## src/rtl/sip_pkg.sv

```systemverilog
package sip_pkg;

    // positions of request classes in priority order (0 = highest)
    localparam int unsigned N_CLS     = 7;
    localparam int unsigned POS_NMI   = 0;
    localparam int unsigned POS_VINMI = 1;
    localparam int unsigned POS_VFNMI = 2;
    localparam int unsigned POS_FIQ   = 3;
    localparam int unsigned POS_IRQ   = 4;
    localparam int unsigned POS_VIRQ  = 5;
    localparam int unsigned POS_VFIQ  = 6;
    localparam int unsigned POS_W     = $clog2(N_CLS);

    // target sources
    localparam int unsigned N_TGT   = 3;
    localparam int unsigned T_IRQ   = 0;
    localparam int unsigned T_FIQ   = 1;
    localparam int unsigned T_VIRT  = 2;
    localparam int unsigned VIRT_EL = 1;

    // exception indices
    localparam int unsigned EXC_IRQ   = 5;
    localparam int unsigned EXC_FIQ   = 6;
    localparam int unsigned EXC_VIRQ  = 14;
    localparam int unsigned EXC_VFIQ  = 15;
    localparam int unsigned EXC_NMI   = 26;
    localparam int unsigned EXC_VINMI = 27;
    localparam int unsigned EXC_VFNMI = 28;

    localparam int unsigned OFF_IRQ_GRP = 'h080;
    localparam int unsigned OFF_FIQ_GRP = 'h100;

    typedef enum logic {
        SEL_IDLE,
        SEL_ISSUE
    } sel_state_e;

    function automatic int unsigned pos_to_idx(input logic [POS_W-1:0] p);
        int unsigned r;
        unique case (int'(p))
            POS_NMI:   r = EXC_NMI;
            POS_VINMI: r = EXC_VINMI;
            POS_VFNMI: r = EXC_VFNMI;
            POS_FIQ:   r = EXC_FIQ;
            POS_IRQ:   r = EXC_IRQ;
            POS_VIRQ:  r = EXC_VIRQ;
            default:   r = EXC_VFIQ;
        endcase
        return r;
    endfunction

    function automatic int unsigned pos_to_tgt(input logic [POS_W-1:0] p);
        int unsigned r;
        unique case (int'(p))
            POS_NMI, POS_IRQ: r = T_IRQ;
            POS_FIQ:          r = T_FIQ;
            default:          r = T_VIRT;
        endcase
        return r;
    endfunction

    function automatic logic pos_is_fiq_grp(input logic [POS_W-1:0] p);
        return (int'(p) == POS_FIQ) || (int'(p) == POS_VFIQ) || (int'(p) == POS_VFNMI);
    endfunction

endpackage

```

## src/rtl/sip_allmask.sv

```systemverilog
module sip_allmask #(
    parameter int unsigned EL_W = 2
) (
    input  logic [EL_W-1:0]         cur_el,
    input  logic [EL_W-1:0]         tgt_el,
    input  logic [(1<<EL_W)-1:0]    nmi_en,
    input  logic [(1<<EL_W)-1:0]    spint_mask,
    input  logic                    allint,
    input  logic                    spsel,
    output logic                    level_ok,
    output logic                    all_mask
);
    logic same_lvl;

    assign same_lvl = (cur_el == tgt_el);
    assign level_ok = (tgt_el >= cur_el);
    // mask only applies when the feature is on at the target and we stay at it
    assign all_mask = nmi_en[tgt_el] & same_lvl &
                      (allint | (spint_mask[tgt_el] & spsel));
endmodule

```

## src/rtl/sip_eligible.sv

```systemverilog
module sip_eligible
    import sip_pkg::*;
(
    input  logic [N_CLS-1:0] req,
    input  logic             nmi_on,
    input  logic [N_TGT-1:0] lvl_ok,
    input  logic [N_TGT-1:0] mask,
    input  logic             pst_i,
    input  logic             pst_f,
    input  logic             imo,
    input  logic             fmo,
    input  logic             tge,
    output logic [N_CLS-1:0] ok
);
    logic [N_CLS-1:0] eff;
    logic             virt_i;
    logic             virt_f;
    logic             go_irq;
    logic             go_fiq;
    logic             go_virt;

    always_comb begin
        eff = req;
        if (!nmi_on) begin
            // superpriority falls back to its ordinary class
            eff[POS_IRQ]   = req[POS_IRQ]  | req[POS_NMI];
            eff[POS_VIRQ]  = req[POS_VIRQ] | req[POS_VINMI];
            eff[POS_VFIQ]  = req[POS_VFIQ] | req[POS_VFNMI];
            eff[POS_NMI]   = 1'b0;
            eff[POS_VINMI] = 1'b0;
            eff[POS_VFNMI] = 1'b0;
        end
    end

    assign virt_i  = imo & ~tge;
    assign virt_f  = fmo & ~tge;
    assign go_irq  = lvl_ok[T_IRQ]  & ~mask[T_IRQ];
    assign go_fiq  = lvl_ok[T_FIQ]  & ~mask[T_FIQ];
    assign go_virt = lvl_ok[T_VIRT] & ~mask[T_VIRT];

    always_comb begin
        ok            = '0;
        ok[POS_NMI]   = eff[POS_NMI]   & go_irq;
        ok[POS_IRQ]   = eff[POS_IRQ]   & go_irq & ~pst_i;
        ok[POS_FIQ]   = eff[POS_FIQ]   & go_fiq & ~pst_f;
        ok[POS_VINMI] = eff[POS_VINMI] & go_virt & virt_i;
        ok[POS_VFNMI] = eff[POS_VFNMI] & go_virt & virt_f;
        ok[POS_VIRQ]  = eff[POS_VIRQ]  & go_virt & virt_i & ~pst_i;
        ok[POS_VFIQ]  = eff[POS_VFIQ]  & go_virt & virt_f & ~pst_f;
    end
endmodule

```

## src/rtl/sip_pick.sv

```systemverilog
module sip_pick #(
    parameter int unsigned N = 7,
    localparam int unsigned PW = (N > 1) ? $clog2(N) : 1
) (
    input  logic [N-1:0]  ok,
    output logic          found,
    output logic [PW-1:0] pos
);
    // lowest set bit wins
    always_comb begin
        found = 1'b0;
        pos   = '0;
        for (int k = N - 1; k >= 0; k--) begin
            if (ok[k]) begin
                found = 1'b1;
                pos   = PW'(k);
            end
        end
    end
endmodule

```

## src/rtl/sip_take_sel.sv

```systemverilog
module sip_take_sel
    import sip_pkg::*;
#(
    parameter int unsigned EL_W  = 2,
    parameter int unsigned IDX_W = 5,
    parameter int unsigned VEC_W = 12
) (
    input  logic                  clk,
    input  logic                  rst_n,
    input  logic                  req_irq,
    input  logic                  req_fiq,
    input  logic                  req_nmi,
    input  logic                  req_virq,
    input  logic                  req_vfiq,
    input  logic                  req_vinmi,
    input  logic                  req_vfnmi,
    input  logic [EL_W-1:0]       cur_el,
    input  logic [EL_W-1:0]       irq_tgt_el,
    input  logic [EL_W-1:0]       fiq_tgt_el,
    input  logic                  pst_i,
    input  logic                  pst_f,
    input  logic                  pst_allint,
    input  logic                  pst_spsel,
    input  logic [(1<<EL_W)-1:0]  nmi_en,
    input  logic [(1<<EL_W)-1:0]  spint_mask,
    input  logic                  hyp_irq_route,
    input  logic                  hyp_fiq_route,
    input  logic                  host_mode,
    output logic                  take,
    output logic [IDX_W-1:0]      exc_idx,
    output logic [VEC_W-1:0]      vec_off,
    output logic                  entry_allint
);
    logic [EL_W-1:0]  tgt_src [N_TGT];
    logic [N_TGT-1:0] lvl_ok;
    logic [N_TGT-1:0] tmask;
    logic [N_CLS-1:0] req_vec;
    logic [N_CLS-1:0] ok;
    logic             found;
    logic [POS_W-1:0] pos;
    logic             nmi_on;
    sel_state_e       state_q;
    sel_state_e       state_nx;

    assign tgt_src[T_IRQ]  = irq_tgt_el;
    assign tgt_src[T_FIQ]  = fiq_tgt_el;
    assign tgt_src[T_VIRT] = EL_W'(VIRT_EL);

    assign nmi_on = nmi_en[cur_el];

    always_comb begin
        req_vec            = '0;
        req_vec[POS_NMI]   = req_nmi;
        req_vec[POS_VINMI] = req_vinmi;
        req_vec[POS_VFNMI] = req_vfnmi;
        req_vec[POS_FIQ]   = req_fiq;
        req_vec[POS_IRQ]   = req_irq;
        req_vec[POS_VIRQ]  = req_virq;
        req_vec[POS_VFIQ]  = req_vfiq;
    end

    for (genvar g = 0; g < N_TGT; g++) begin : g_tgt
        sip_allmask #(.EL_W(EL_W)) u_mask (
            .cur_el     (cur_el),
            .tgt_el     (tgt_src[g]),
            .nmi_en     (nmi_en),
            .spint_mask (spint_mask),
            .allint     (pst_allint),
            .spsel      (pst_spsel),
            .level_ok   (lvl_ok[g]),
            .all_mask   (tmask[g])
        );
    end

    sip_eligible u_elig (
        .req    (req_vec),
        .nmi_on (nmi_on),
        .lvl_ok (lvl_ok),
        .mask   (tmask),
        .pst_i  (pst_i),
        .pst_f  (pst_f),
        .imo    (hyp_irq_route),
        .fmo    (hyp_fiq_route),
        .tge    (host_mode),
        .ok     (ok)
    );

    sip_pick #(.N(N_CLS)) u_pick (
        .ok    (ok),
        .found (found),
        .pos   (pos)
    );

    // state register
    always_ff @(posedge clk or negedge rst_n) begin
        if (!rst_n) state_q <= SEL_IDLE;
        else        state_q <= state_nx;
    end

    always_comb begin
        state_nx = state_q;
        unique case (state_q)
            SEL_IDLE:  state_nx = found ? SEL_ISSUE : SEL_IDLE;  // grant
            SEL_ISSUE: state_nx = SEL_IDLE;                      // release
            default:   state_nx = SEL_IDLE;
        endcase
    end

    // output registers
    always_ff @(posedge clk or negedge rst_n) begin
        if (!rst_n) begin
            exc_idx      <= '0;
            vec_off      <= '0;
            entry_allint <= 1'b0;
        end else if (state_q == SEL_IDLE && found) begin
            exc_idx      <= IDX_W'(pos_to_idx(pos));
            vec_off      <= pos_is_fiq_grp(pos) ? VEC_W'(OFF_FIQ_GRP) : VEC_W'(OFF_IRQ_GRP);
            entry_allint <= ~spint_mask[tgt_src[pos_to_tgt(pos)]];
        end
    end

    assign take = (state_q == SEL_ISSUE);

    // strobe never lasts two cycles
    p_pulse_r11: assert property (@(posedge clk) disable iff (!rst_n)
        take |=> !take);

    // only the seven defined indices appear
    p_idx_set_r8: assert property (@(posedge clk) disable iff (!rst_n)
        take |-> (exc_idx inside {IDX_W'(EXC_IRQ), IDX_W'(EXC_FIQ), IDX_W'(EXC_VIRQ),
                                  IDX_W'(EXC_VFIQ), IDX_W'(EXC_NMI), IDX_W'(EXC_VINMI),
                                  IDX_W'(EXC_VFNMI)}));

    // vector group agrees with index
    p_vec_grp_r9: assert property (@(posedge clk) disable iff (!rst_n)
        take |-> ((vec_off == VEC_W'(OFF_IRQ_GRP)) ==
                  (exc_idx inside {IDX_W'(EXC_IRQ), IDX_W'(EXC_VIRQ),
                                   IDX_W'(EXC_NMI), IDX_W'(EXC_VINMI)})));

    // no superpriority index when the feature was off at the sampled level
    p_fold_r7: assert property (@(posedge clk) disable iff (!rst_n)
        take |-> ($past(nmi_on) || exc_idx < IDX_W'(EXC_NMI)));

    // virtual superpriority needs host mode clear
    p_virt_r5: assert property (@(posedge clk) disable iff (!rst_n)
        (take && exc_idx inside {IDX_W'(EXC_VINMI), IDX_W'(EXC_VFNMI)}) |-> !$past(host_mode));

    // physical IRQ-group never taken to a lower level
    p_lower_r1: assert property (@(posedge clk) disable iff (!rst_n)
        (take && exc_idx inside {IDX_W'(EXC_IRQ), IDX_W'(EXC_NMI)}) |->
            $past(irq_tgt_el >= cur_el));
endmodule

```

## config.mk

```make
export PLATFORM = sky130hd
export DESIGN_NAME = sip_take_sel
export DESIGN_NICKNAME = d
export VERILOG_FILES = /design/src/rtl/sip_pkg.sv /design/src/rtl/sip_allmask.sv /design/src/rtl/sip_eligible.sv /design/src/rtl/sip_pick.sv /design/src/rtl/sip_take_sel.sv
export SDC_FILE = /design/constraint.sdc
export NUM_CORES = 1
export LEC_CHECK = 0
export BUFFER_PORTS_ARGS = -buffer_cell sky130_fd_sc_hd__clkbuf_2
export CAP_MARGIN = 15
export CORE_MARGIN = 8
export CORE_UTILIZATION = 45
export DETAILED_ROUTE_END_ITERATION = 8
export HOLD_SLACK_MARGIN = 0.08
export PLACE_DENSITY = 0.88
export SYNTH_ARGS = -nofsm -noshare
export SYNTH_HDL_FRONTEND = slang
export SYNTH_HIERARCHICAL = 1
export SYNTH_SLANG_ARGS = --single-unit
export TNS_END_PERCENT = 1
```

## constraint.sdc

```tcl
create_clock -name clk -period 1.6 [get_ports clk]
set_input_delay 0.16 -clock clk [delete_from_list [all_inputs] [get_ports clk]]
set_output_delay 0.16 -clock clk [all_outputs]
set_load 0.01 [all_outputs]
```

==> impl_metrics.tcl <==
set metrics [dict create \
    yosysTopAreaCell "dfrtp_1" \
    antenna_found_initial 0 \
    ant_nets 0 \
    path_clk_slew_ps 60 \
    wl_um 3580 \
    outcome "finished with violations" \
    p_total_uw 1280 \
    numCtsBuffers 3 \
    p_sw_share_pct 39.1 \
    finalSetupViolations 9 \
    violations "negative setup slack" \
    clkPwrFrac_pct 13.2 \
    dp_slack_ps -1170 \
    placed_cells 218 \
    finalWorstSetupSlack_ps -867 \
    dpl_cell_area_um2 1520 \
    finalNonFillerCells 224 \
    final-hold-violation-count 0 \
    intPower_uw 782 \
    core-area_um2 2410 \
    drc_errors 0 \
    dp_hpwl_um 2610 \
    fin_crit_sh_pct 154 \
    cts.sinks 9 \
    synthCells 122 \
    holdWs_ps 285 \
    synth-seq-cells 9 \
    overflow 0 \
    gp_congestion 0.873 \
    dr.pass1.iters 4 \
    synth_cell_types 39 \
    die-width_um 65.6 \
    syn_area_um2 1110 \
    pwr-share-comb_pct 57.8 \
    p_leak_uw 0.000899 \
    synth_top_area_share_pct 20.4 \
    reg2reg_from "take" \
    grt_start_max_net_pins 10 \
    synthTopCellsByArea "dfrtp_1 20%, mux4_2 8.1%, buf_4 6.8%" \
    final_area_um2 1680 \
    core.rowCount 18 \
    grt_pass1_wl_um 5200 \
    portBuffers 38 \
    clock_latency_ps 260 \
    syn_area_per_cell_um2 9.07 \
    critPathLaunchType "primary input" \
    drv_cap 0 \
    rsz0062_at_grt "yes" \
    p_sw_uw 502 \
    path_class "primary input to flip-flop" \
    min_period_ps 2470 \
    cp_max_fo 5 \
    drive_gt1_share_pct 47.9 \
    cts_tree "done" \
    end_kind "flip-flop" \
    finClkSkew_ps 7.53 \
    peakVddDrop_v 0.00110 \
    synthToLayoutAreaGrowth_pct 51.9 \
    htreeDepth 1 \
    cts_root_buffer "clkbuf_4" \
    boundaryPins 49 \
    initial_utilization_pct 45.9 \
    antenna_cells 0 \
    finalMaxSlewViolations 0 \
    vias 1179 \
    dieArea_um2 4300 \
    ys.warnings.count 6 \
    final_net_count 231 \
    ys.flop_type "dfrtp_1" \
    p_per_area_nw_per_um2 764 \
    synthArstFlopShare_pct 100 \
    synth_enable_flop_cells 0 \
    die_h_um 65.6 \
    grt.total_usage_pct 14.9 \
    clockBufferDepth 2 \
    grt_pass1_vias 1184 \
    ys_seq_area_share_pct 20.4 \
    arrival_ps 2610 \
    drt-vias-per-instance 5.26 \
    synth_commonest_cells "11 x inv_1, 10 x buf_4, 9 x dfrtp_1, 9 x nand2_1" \
    crit_start "nmi_en[1]" \
    drt_iter0_drc 26 \
    wl_per_cell_um 16.0 \
    sequentialPowerShare_pct 29.0 \
    yosysMostFrequentCell "inv_1" \
    max_freq_mhz 405 \
    hp-class "primary input to async pin" \
    crit_required_ps 1750 \
]
kinds of logic after synthesis:
logic type / share of synthesized area, %
compound gates: 21.9
xor+xnor: 1.58
fa+ha+maj: 6.79
buf+inv: 12.3
flops: 20.4
mux: 14.5
other cells: 0.679
simple gates: 21.8
metal layers:
metal | part of all wire, % | up-vias | track usage [%]
met3 | 6.5 | 12 | 3.40
met2 | 52 | 56 | 27.8
met1 | 39 | 543 | 16.5
li1 | - | 568 | -
met4 | 3.0 | 0 | 3.81
met5 | 0 | - | 0
through the flow:
stage	setup TNS (ps)	utilization (%)
6_report	-5370	69.7
5_1_grt	-6010	69.7
4_1_cts	-4390	66.9
3_5_place_dp	-7430	62.9
3_3_place_gp	-6840	62.9
2_1_floorplan	-4350	-
cells in the final DEF (no fill, tap or decap), drive strengths merged, types with 4 or more instances in the layout:
cell,n
ha,6
nor2b,5
buf,27
a21o,5
o2111a,4
nand2b,7
nand2,9
conb,18
mux2i,7
clkbuf,41
inv,11
dfrtp,9
o21ai,4
mux4,4
power groups by stage:
stage / clock (µW) / sequential, µW / combinational, µW
after floorplan: 0 / 418 / 320
after global placement: 0 / 372 / 622
after detailed placement: 0 / 375 / 643
after CTS: 176 / 372 / 679
after global routing: 194 / 383 / 799
final: 169 / 373 / 742
flip-flops by register name, summed over array words and instances, names as in the netlist:
| register | cells |
|---|---|
| take | 1 |
| entry_allint | 1 |
| vec_off | 2 |
| exc_idx | 5 |
area by class of cell:
cell class | count | area, µm²
Multi-Input combinational cell | 105 | 926
Fill cell | 181 | 729
Timing Repair Buffer | 65 | 424
Sequential cell | 9 | 225
Inverter | 11 | 41.3
Tap cell | 30 | 37.5
Clock buffer | 4 | 26.3
worst paths after layout:
path / cells past startpoint / slack [ps] / to
setup reg to reg: 5 / 390 / exc_idx[2]
hold reg to reg: 2 / 490 / exc_idx[1]
max in group asynchronous: 2 / 1120 / take
min in group clk: 4 / 450 / entry_allint
setup / recovery: 12 / -870 / entry_allint
hold / removal: 2 / 290 / exc_idx[1]
critical path, stage by stage:
cell and delay [ps]:
buf_8 100, mux4_2 450, o2111a_1 140, and4bb_1 290
o211a_1 180, nor2b_1 160, o21bai_1 100, a21oi_2 250
and3b_2 240, a22oi_2 80, and2_4 160, a221o_1 310
repair_timing:
| action | 4_1_cts | 5_1_grt |
|---|---|---|
| setup buffers | 0 | 2 |
| hold buffers | 1 | 0 |
| resized for setup | 11 | 11 |
| cloned | 0 | 0 |
| endpoints found under the hold margin | 9 | 0 |
| endpoints found under the setup margin | 9 | 9 |
| pin swaps | 7 | 8 |
No activity file was read; power rests on OpenSTA's default activity.
